[src/rtl/i2c_ptr_pkg.sv]
package i2c_ptr_pkg;
    typedef enum logic [3:0] {
        ST_IDLE,
        ST_ADDR,
        ST_ADDR_ACK,
        ST_CMD,
        ST_CMD_ACK,
        ST_WDATA,
        ST_WDATA_ACK,
        ST_RDATA,
        ST_RACK,
        ST_IGNORE
    } tgt_state_e;
endpackage

[src/rtl/i2c_line_cond.sv]
module i2c_line_cond #(
    parameter int STAGES = 2
) (
    input  logic clk,
    input  logic rst_n,
    input  logic scl_i,
    input  logic sda_i,
    output logic scl_s,
    output logic sda_s,
    output logic scl_rise,
    output logic scl_fall,
    output logic start_ev,
    output logic stop_ev
);
    logic [STAGES-1:0] scl_pipe;
    logic [STAGES-1:0] sda_pipe;
    logic              scl_d;
    logic              sda_d;

    always_ff @(posedge clk or negedge rst_n) begin
        if (!rst_n) begin
            scl_pipe <= '1;
            sda_pipe <= '1;
            scl_d    <= 1'b1;
            sda_d    <= 1'b1;
        end else begin
            scl_pipe <= {scl_pipe[STAGES-2:0], scl_i};
            sda_pipe <= {sda_pipe[STAGES-2:0], sda_i};
            scl_d    <= scl_pipe[STAGES-1];
            sda_d    <= sda_pipe[STAGES-1];
        end
    end

    assign scl_s    = scl_pipe[STAGES-1];
    assign sda_s    = sda_pipe[STAGES-1];
    assign scl_rise = scl_s & ~scl_d;
    assign scl_fall = ~scl_s & scl_d;
    assign start_ev = scl_s & scl_d & sda_d & ~sda_s;
    assign stop_ev  = scl_s & scl_d & ~sda_d & sda_s;
endmodule

[src/rtl/i2c_shift_unit.sv]
module i2c_shift_unit #(
    parameter  int DW = 8,
    localparam int CW = $clog2(DW + 1)
) (
    input  logic          clk,
    input  logic          rst_n,
    input  logic          bit_clr,
    input  logic          bit_tick,
    input  logic          sda_bit,
    input  logic          tx_load,
    input  logic [DW-1:0] tx_data,
    input  logic          tx_shift,
    output logic [DW-1:0] rx_byte,
    output logic          byte_full,
    output logic          tx_msb
);
    logic [CW-1:0] cnt_q;
    logic [DW-1:0] tx_q;

    assign byte_full = (cnt_q == CW'(DW));
    assign tx_msb    = tx_q[DW-1];

    always_ff @(posedge clk or negedge rst_n) begin
        if (!rst_n) begin
            cnt_q   <= '0;
            rx_byte <= '0;
        end else if (bit_clr) begin
            cnt_q <= '0;
        end else if (bit_tick && !byte_full) begin
            cnt_q   <= cnt_q + 1'b1;
            rx_byte <= {rx_byte[DW-2:0], sda_bit};
        end
    end

    always_ff @(posedge clk or negedge rst_n) begin
        if (!rst_n) begin
            tx_q <= '1;
        end else if (tx_load) begin
            tx_q <= tx_data;
        end else if (tx_shift) begin
            tx_q <= {tx_q[DW-2:0], 1'b1};
        end
    end
endmodule

[src/rtl/i2c_ptr_target.sv]
module i2c_ptr_target
    import i2c_ptr_pkg::*;
#(
    parameter logic [5:0] ADDR_HI     = 6'b010000,
    parameter int         DW          = 8,
    parameter int         PTR_W       = 2,
    parameter int         SYNC_STAGES = 2
) (
    input  logic             clk,
    input  logic             rst_n,
    input  logic             scl_i,
    input  logic             sda_i,
    input  logic             addr_strap,
    output logic             sda_oe,
    output logic [PTR_W-1:0] reg_sel,
    output logic [DW-1:0]    reg_wdata,
    output logic             reg_wr,
    input  logic [DW-1:0]    reg_rdata
);
    tgt_state_e state_q, state_d;

    logic          scl_s, sda_s, scl_rise, scl_fall, start_ev, stop_ev;
    logic [DW-1:0] rx_byte;
    logic          byte_full, tx_msb;
    logic          bit_tick, bit_clr, tx_load, tx_shift;
    logic          in_bits, in_ack, addr_ok, fall_full;
    logic          rw_q, mack_q;

    i2c_line_cond #(.STAGES(SYNC_STAGES)) u_line (
        .clk(clk), .rst_n(rst_n), .scl_i(scl_i), .sda_i(sda_i),
        .scl_s(scl_s), .sda_s(sda_s), .scl_rise(scl_rise), .scl_fall(scl_fall),
        .start_ev(start_ev), .stop_ev(stop_ev)
    );

    i2c_shift_unit #(.DW(DW)) u_shift (
        .clk(clk), .rst_n(rst_n), .bit_clr(bit_clr), .bit_tick(bit_tick),
        .sda_bit(sda_s), .tx_load(tx_load), .tx_data(reg_rdata),
        .tx_shift(tx_shift), .rx_byte(rx_byte), .byte_full(byte_full),
        .tx_msb(tx_msb)
    );

    assign in_bits   = (state_q == ST_ADDR) || (state_q == ST_CMD) ||
                       (state_q == ST_WDATA) || (state_q == ST_RDATA);
    assign in_ack    = (state_q == ST_ADDR_ACK) || (state_q == ST_CMD_ACK) ||
                       (state_q == ST_WDATA_ACK) || (state_q == ST_RACK);
    assign bit_tick  = scl_rise & in_bits;
    assign bit_clr   = start_ev | (scl_fall & in_ack);
    assign fall_full = scl_fall & byte_full;
    assign addr_ok   = (rx_byte[DW-1:1] == {ADDR_HI, addr_strap});
    assign tx_load   = scl_fall & (((state_q == ST_ADDR_ACK) & rw_q) |
                                   ((state_q == ST_RACK) & mack_q));
    assign tx_shift  = scl_fall & (state_q == ST_RDATA) & ~byte_full;

    // State register
    always_ff @(posedge clk or negedge rst_n) begin
        if (!rst_n) state_q <= ST_IDLE;
        else        state_q <= state_d;
    end

    // Transitions
    always_comb begin
        state_d = state_q;
        if (stop_ev) begin
            state_d = ST_IDLE;
        end else if (start_ev) begin
            state_d = ST_ADDR;
        end else begin
            unique case (state_q)
                ST_IDLE:      state_d = ST_IDLE;
                ST_ADDR:      if (fall_full) state_d = addr_ok ? ST_ADDR_ACK : ST_IGNORE;
                ST_ADDR_ACK:  if (scl_fall)  state_d = rw_q ? ST_RDATA : ST_CMD;
                ST_CMD:       if (fall_full) state_d = ST_CMD_ACK;
                ST_CMD_ACK:   if (scl_fall)  state_d = ST_WDATA;
                ST_WDATA:     if (fall_full) state_d = ST_WDATA_ACK;
                ST_WDATA_ACK: if (scl_fall)  state_d = ST_WDATA;
                ST_RDATA:     if (fall_full) state_d = ST_RACK;
                ST_RACK:      if (scl_fall)  state_d = mack_q ? ST_RDATA : ST_IGNORE;
                ST_IGNORE:    state_d = ST_IGNORE;
                default:      state_d = ST_IDLE;
            endcase
        end
    end

    // Outputs
    always_comb begin
        unique case (state_q)
            ST_ADDR_ACK, ST_CMD_ACK, ST_WDATA_ACK: sda_oe = 1'b1;
            ST_RDATA:                              sda_oe = ~tx_msb;
            default:                               sda_oe = 1'b0;
        endcase
    end

    // Captured fields and register-port strobes
    always_ff @(posedge clk or negedge rst_n) begin
        if (!rst_n) begin
            rw_q      <= 1'b0;
            mack_q    <= 1'b0;
            reg_sel   <= '0;
            reg_wdata <= '0;
            reg_wr    <= 1'b0;
        end else begin
            reg_wr <= 1'b0;
            if (!stop_ev && !start_ev) begin
                if (state_q == ST_ADDR && fall_full) rw_q <= rx_byte[0];
                if (state_q == ST_CMD && fall_full)  reg_sel <= rx_byte[PTR_W-1:0];
                if (state_q == ST_WDATA && fall_full) begin
                    reg_wdata <= rx_byte;
                    reg_wr    <= 1'b1;
                end
                if (state_q == ST_RACK && scl_rise) mack_q <= ~sda_s;
            end
        end
    end
endmodule

[config.mk]
export PLATFORM = sky130hd
export DESIGN_NAME = i2c_ptr_target
export DESIGN_NICKNAME = d
export VERILOG_FILES = /design/src/rtl/i2c_ptr_pkg.sv /design/src/rtl/i2c_line_cond.sv /design/src/rtl/i2c_shift_unit.sv /design/src/rtl/i2c_ptr_target.sv
export SDC_FILE = /design/constraint.sdc
export NUM_CORES = 1
export LEC_CHECK = 0
export ABC_AREA = 1
export CORE_UTILIZATION = 55
export CTS_CLUSTER_SIZE = 24
export DETAILED_ROUTE_END_ITERATION = 7
export GPL_TIMING_DRIVEN = 0
export PLACE_DENSITY = 0.79
export SETUP_SLACK_MARGIN = 0.4
export SLEW_MARGIN = 0
export SYNTH_ARGS = -nofsm -noshare
export SYNTH_HDL_FRONTEND = slang
export SYNTH_HIERARCHICAL = 1
export SYNTH_SLANG_ARGS = --single-unit
[constraint.sdc]
create_clock -name clk -period 2.1 [get_ports clk]
set_input_delay 0.21 -clock clk [delete_from_list [all_inputs] [get_ports clk]]
set_output_delay 0.21 -clock clk [all_outputs]
set_load 0.02 [all_outputs]
# Yosys cells after proc, flatten, opt, wreduce, memory -nomap -nowiden
# Index checks and enable logic that the tools add are counted.
[word_totals]
register_bits = 43
in_bits = 13
out_inout_bits = 12
elab_cells = 101
[classes]
n_addsub = 1
n_eq_ne = 18
n_mux = 20
bitwise_logic = 24
reduce_logical = 25
[op_table]
columns = ["op", "n"]
rows = [
  ["$mux W4", 13],
  ["$pmux W4 S8", 1],
  ["$ne A4 B4 Y1 const B", 6],
  ["$eq A4 B3 Y1 const B", 4],
  ["$mux W8", 2],
  ["$and A1 B1 Y1", 15],
  ["$eq A4 B4 Y1 const B", 3],
  ["$reduce_and A2 Y1", 5],
  ["$eq A4 B2 Y1 const B", 2],
  ["$eq A7 B6 Y1", 1],
  ["$not A1 Y1", 7],
  ["$reduce_and A7 Y1", 1],
  ["$logic_and A1 B1 Y1", 6],
  ["$logic_or A1 B1 Y1", 6],
  ["$add A4 B1 Y4 const B", 1],
  ["$eq A4 B1 Y1 const B", 1],
  ["$ne A4 B1 Y1 const B", 1],
  ["$reduce_bool A2 Y1", 2],
  ["$logic_not A1 Y1", 3],
  ["$mux W3", 1],
  ["$reduce_or A3 Y1", 1],
  ["$mux W1", 2],
  ["$or A1 B1 Y1", 2],
  ["$pmux W1 S2", 1],
  ["$reduce_or A2 Y1", 1],
]

# Logic depth before layout (Yosys ltp)
[logic_depth]
ltp_word = 8
ltp_mapped = 10

# Cells and area by module
# Netlist, hierarchy kept.
[modules_own_cells]
columns = ["mod", "instances", "cells_per_inst", "area_each_um2", "seq_area_each_um2"]
rows = [
  ["i2c_ptr_target", 1, 142, 1018.5, 425.4],
  ["i2c_shift_unit", 1, 106, 933.4, 510.5],
  ["i2c_line_cond", 1, 17, 198.9, 157.7],
]

# Least setup slack after synthesis
# Ideal clock, no wire load.
[synth_timing]
kind = "reg-to-reg"
start = "reg u_shift.cnt_q[0]"
end = "reg reg_wdata[3]"
setup_ns = 0.118
arrival_ns = 1.487
setup_slack_ns = 0.495
path_stages_with_launch = 11
path_buffers = 1
synth_period_minus_slack_ns = 1.605
cell_sequence = "dfrtp_1 -> inv_1 -> ha_1 -> nand3_4 -> inv_1 -> nand2_1 -> nor2_2 -> nand3_2 -> buf_6 -> nand2_1 -> o21ai_2"
[synth_between]
elab_chain_cells = 4
[synth_rtl]
columns = ["element", "line_no", "text"]
rows = [
  ["from (decl)", "i2c_shift_unit.sv:17", "logic [CW-1:0] cnt_q;"],
  ["from (signal assigned)", "i2c_shift_unit.sv:30", "cnt_q <= cnt_q + 1'b1;"],
  ["$eq A4 B4 Y1", "i2c_shift_unit.sv:20", "assign byte_full = (cnt_q == CW'(DW));"],
  ["via byte_full", "i2c_ptr_target.sv:24", "logic byte_full, tx_msb;"],
  ["$and A1 B1 Y1", "i2c_ptr_target.sv:48", "assign fall_full = scl_fall & byte_full;"],
  ["$logic_and A1 B1 Y1", "i2c_ptr_target.sv:106", "if (state_q == ST_WDATA && fall_full) begin"],
  ["$reduce_and A2 Y1 (no line)", "--", ""],
  ["to (signal assigned)", "i2c_ptr_target.sv:107", "reg_wdata <= rx_byte;"],
  ["to (decl)", "i2c_ptr_target.sv:16", "output logic [DW-1:0] reg_wdata,"],
]
# The timed path passes the listed nets, and every way through them passes these cells.
# A chain may end at the register's enable or synchronous reset.

# Worst setup path after layout
[layout_timing]
start = "reg state_q[2]"
end = "out sda_oe"
[layout_between]
elab_chain_cells = 3
word_cells_on_any_way = 6
classes_between = "eq/ne (4); mux (1); reduce/logical (1)"
[layout_rtl]
columns = ["element", "line_no", "text"]
rows = [
  ["from (decl)", "i2c_ptr_target.sv:20", "tgt_state_e state_q, state_d;"],
  ["from (signal assigned)", "i2c_ptr_target.sv:57", "else state_q <= state_d;"],
  ["$eq A4 B3 Y1 or $eq A4 B2 Y1 (tied branches)", "i2c_ptr_target.sv:86", "unique case (state_q)"],
  ["$reduce_or A3 Y1", "i2c_ptr_target.sv:86", ""],
  ["$pmux W1 S2 (*)", "i2c_ptr_target.sv:86", ""],
  ["to (decl)", "i2c_ptr_target.sv:14", "output logic sda_oe,"],
]
# Mark *: on every way between the ends. The rest lies on a longest branch, timed or not.

==> qor.yml <==
yosys:
  ys_warn_count: 6
  synth.mux.area_fraction_pct: 0
  synthXorXnorAreaFrac_pct: 0.407
  synth_area_um2: 2150
  synth_top_family_by_area: "simple AND/OR/NAND/NOR gates"
  synthSimpleGateAreaFrac_pct: 34.5
  synthAdderAreaFrac_pct: 1.16
  yosysSeqAreaShare_pct: 50.8
  avgSynthCellArea_um2: 8.12
  synth_nets: 280
  ys_seq_elements: 43
  ys_types: 28
  synth_commonest_cells: "nand2_1, inv_1, dfrtp_1"
  syn_inst: 265
  synth_most_common_cell: "nand2_1"
  ys.flop_type: "dfrtp_1"
  async_flop_share_pct: 100
  synth-edff-count: 0
  yosys.area.top_type_share_pct: 33.7
  ys_top_cells_by_area: "dfrtp_1, nand2_1, dfstp_2"
  yosysTopAreaCell: "dfrtp_1"
  synth_compound_area_share_pct: 6.17
critical_path:
  cp-end-kind: "output pin"
  worstPathMaxFanout: 5
  arrival_ps: 1450
  start_kind: "register"
  r2r_slack_ps: 480
  crit_type: "reg -> out"
  cp.required_ps: 1890
run:
  drv_cap: 0
grt:
  grt_pass1_wl_um: 7460
  gr-usage-met1_pct: 30.7
  antenna_found_initial: 0
  grt_max_degree: 35
  grt_usage_pct: 23.6
  grt_overflow_total: 0
  met3_usage_pct: 7.04
  grt_pass1_vias: 1700
  busiest_layer: "met2"
  met2_usage_pct: 37.6
sta:
  skew_ps: 5.79
  tightest_slew_ps: 259
  worst_hold_slack_ps: 303
  tns_ps: 0
  timing.fmax_mhz: 604
  period_share_pct: 78.8
  maxSlewViolCount: 0
  layout_min_cycle_time_ps: 1660
  worst_slack_ps: 444
  setup_violations: 0
  rsz0062_at_grt: "true"
  hold_violations: 0
  slew_headroom_pct: 82.7
cts:
  numCtsBuffers: 5
  clk_path_buf_depth: 2
  clock_sinks: 43
  clk_latency_ps: 300
  root_buffer: "clkbuf_8"
  htree_levels: 2
  clk_pin_slew_ps: 80
  cts_tree: "built"
place:
  gp_congestion: 0.920
  portBuffers: 24
  hpwl_um: 3070
  dp_slack_ps: 216
  dp.cells: 338
floorplan:
  row_count: 22
  die_h_um: 64.5
  die_w_um: 64.5
  core_um2: 3720
  initial_core_util_pct: 57.9
  die-area_um2: 4160
  pin_count: 25
cells_and_area:
  antenna_cells: 0
  finalNetCount: 330
  syn2layout_area_growth_pct: 30.5
  final_cells: 364
  drive_gt1_share_pct: 27.2
  fillers: 275
pwr:
  p_leak_nw: 1.38
  power_density_nw_per_um2: 969
  total_power_mw: 2.72
  irDropWorstVdd_v: 0.000656
route:
  drt.antenna.violating_nets: 0
  drc: 0
  drtIter0Drc: 188
  wl_per_cell_um: 12.9
  drt-total-wl_um: 4690
  drtPass1Iterations: 4
  viasPerCell: 5.24
  num_vias: 1906
run_status:
  status: "finished, final reports clean"
worst_hold_path:
  hp-class: "in -> async"
layout by cell type (no fill, tap or decap), types with 2 or more instances in the layout:
| cell | Yosys | routed |
|---|---|---|
| nor2_4 | 0 | 5 |
| o21ai_0 | 3 | 3 |
| buf_6 | 1 | 2 |
| nand3_2 | 3 | 2 |
| a21oi_1 | 6 | 5 |
| dfrtp_1 | 29 | 28 |
| buf_4 | 0 | 17 |
| clkbuf_8 | 0 | 6 |
| clkdlybuf4s50_1 | 0 | 22 |
| buf_2 | 1 | 2 |
| nor2_1 | 12 | 9 |
| o21ai_2 | 5 | 5 |
| nor3_1 | 3 | 2 |
| nor2_2 | 6 | 4 |
| a211oi_1 | 2 | 2 |
| nand2_1 | 103 | 97 |
| o21ai_1 | 3 | 3 |
| inv_1 | 32 | 26 |
| nand2_2 | 2 | 8 |
| nand4_1 | 5 | 5 |
| dfstp_2 | 14 | 14 |
| nand3_4 | 2 | 4 |
| nand3_1 | 22 | 21 |
| inv_2 | 2 | 7 |
critical path, stage by stage (launching register included):
cell	delay [ps]
dfrtp_1	400
buf_4	150
nor2_4	180
nand3_4	120
o211ai_1	120
buf_4	170
worst paths after layout:
check	start	endpoint	cells past startpoint
worst max-delay path	state_q[2]	sda_oe	5
worst min-delay path	rst_n	reg_sel[1]	2
worst max register to register	state_q[0]	u_shift/rx_byte[6]	9
worst min register to register	u_line/sda_pipe[0]	u_line/sda_pipe[1]	0
max in group asynchronous	rst_n	u_shift/tx_q[3]	3
min in group clk	sda_i	u_line/sda_pipe[0]	1
cell type report:
cell class              instances  area [um2]  share of cell area, %
inverters                      34         130                   4.64
clock inverters                 1        8.76                  0.312
flip-flops and latches         43        1090                   39.0
clock buffers                   7        86.3                   3.08
well taps                      48        60.1                   2.14
repair buffers                 43         388                   13.8
plain buffers                   3        37.5                   1.34
multi-input cells             185        1000                   35.7
flip-flops by register name (all words and copies together), names as in the netlist:
name,cells
mack_q,1
reg_sel,2
reg_wdata,8
reg_wr,1
rw_q,1
state_q,4
u_line/scl_d,1
u_line/scl_pipe,2
u_line/sda_d,1
u_line/sda_pipe,2
u_shift/cnt_q,4
u_shift/rx_byte,8
u_shift/tx_q,8
what timing repair did:
item	in CTS	in global routing
hold buffers	1	0
cloned	0	1
setup endpoints to repair	26	32
endpoints found under the hold margin	6	0
pin swaps	2	9
setup buffers	6	10
resized for setup	13	28
power by group:
group          switching, mW  internal, mW
sequential             0.157          1.03
combinational          0.597         0.375
clock                  0.285         0.272
layer usage:
metal / part of all wire, % / up-vias
met2: 49 / 43
li1: - / 938
met5: 0 / -
met1: 45 / 913
met3: 3.7 / 12
met4: 2.1 / 0
through the flow:
step,cell area (um2),util [%]
3_3_place_gp,2450,66.0
5_1_grt,2810,75.5
3_5_place_dp,2470,66.4
6_report,2810,75.5
4_1_cts,2650,71.2
2_1_floorplan,2150,-
kinds of logic after synthesis:
logic type               after synthesis
XOR/XNOR                               1
buffers and inverters                 37
AO/OA/AOI/OAI                         21
flip-flops                            43
adder cells (fa/ha/maj)                2
AND/OR/NAND/NOR                      161
(Power assumes the default switching activity.)
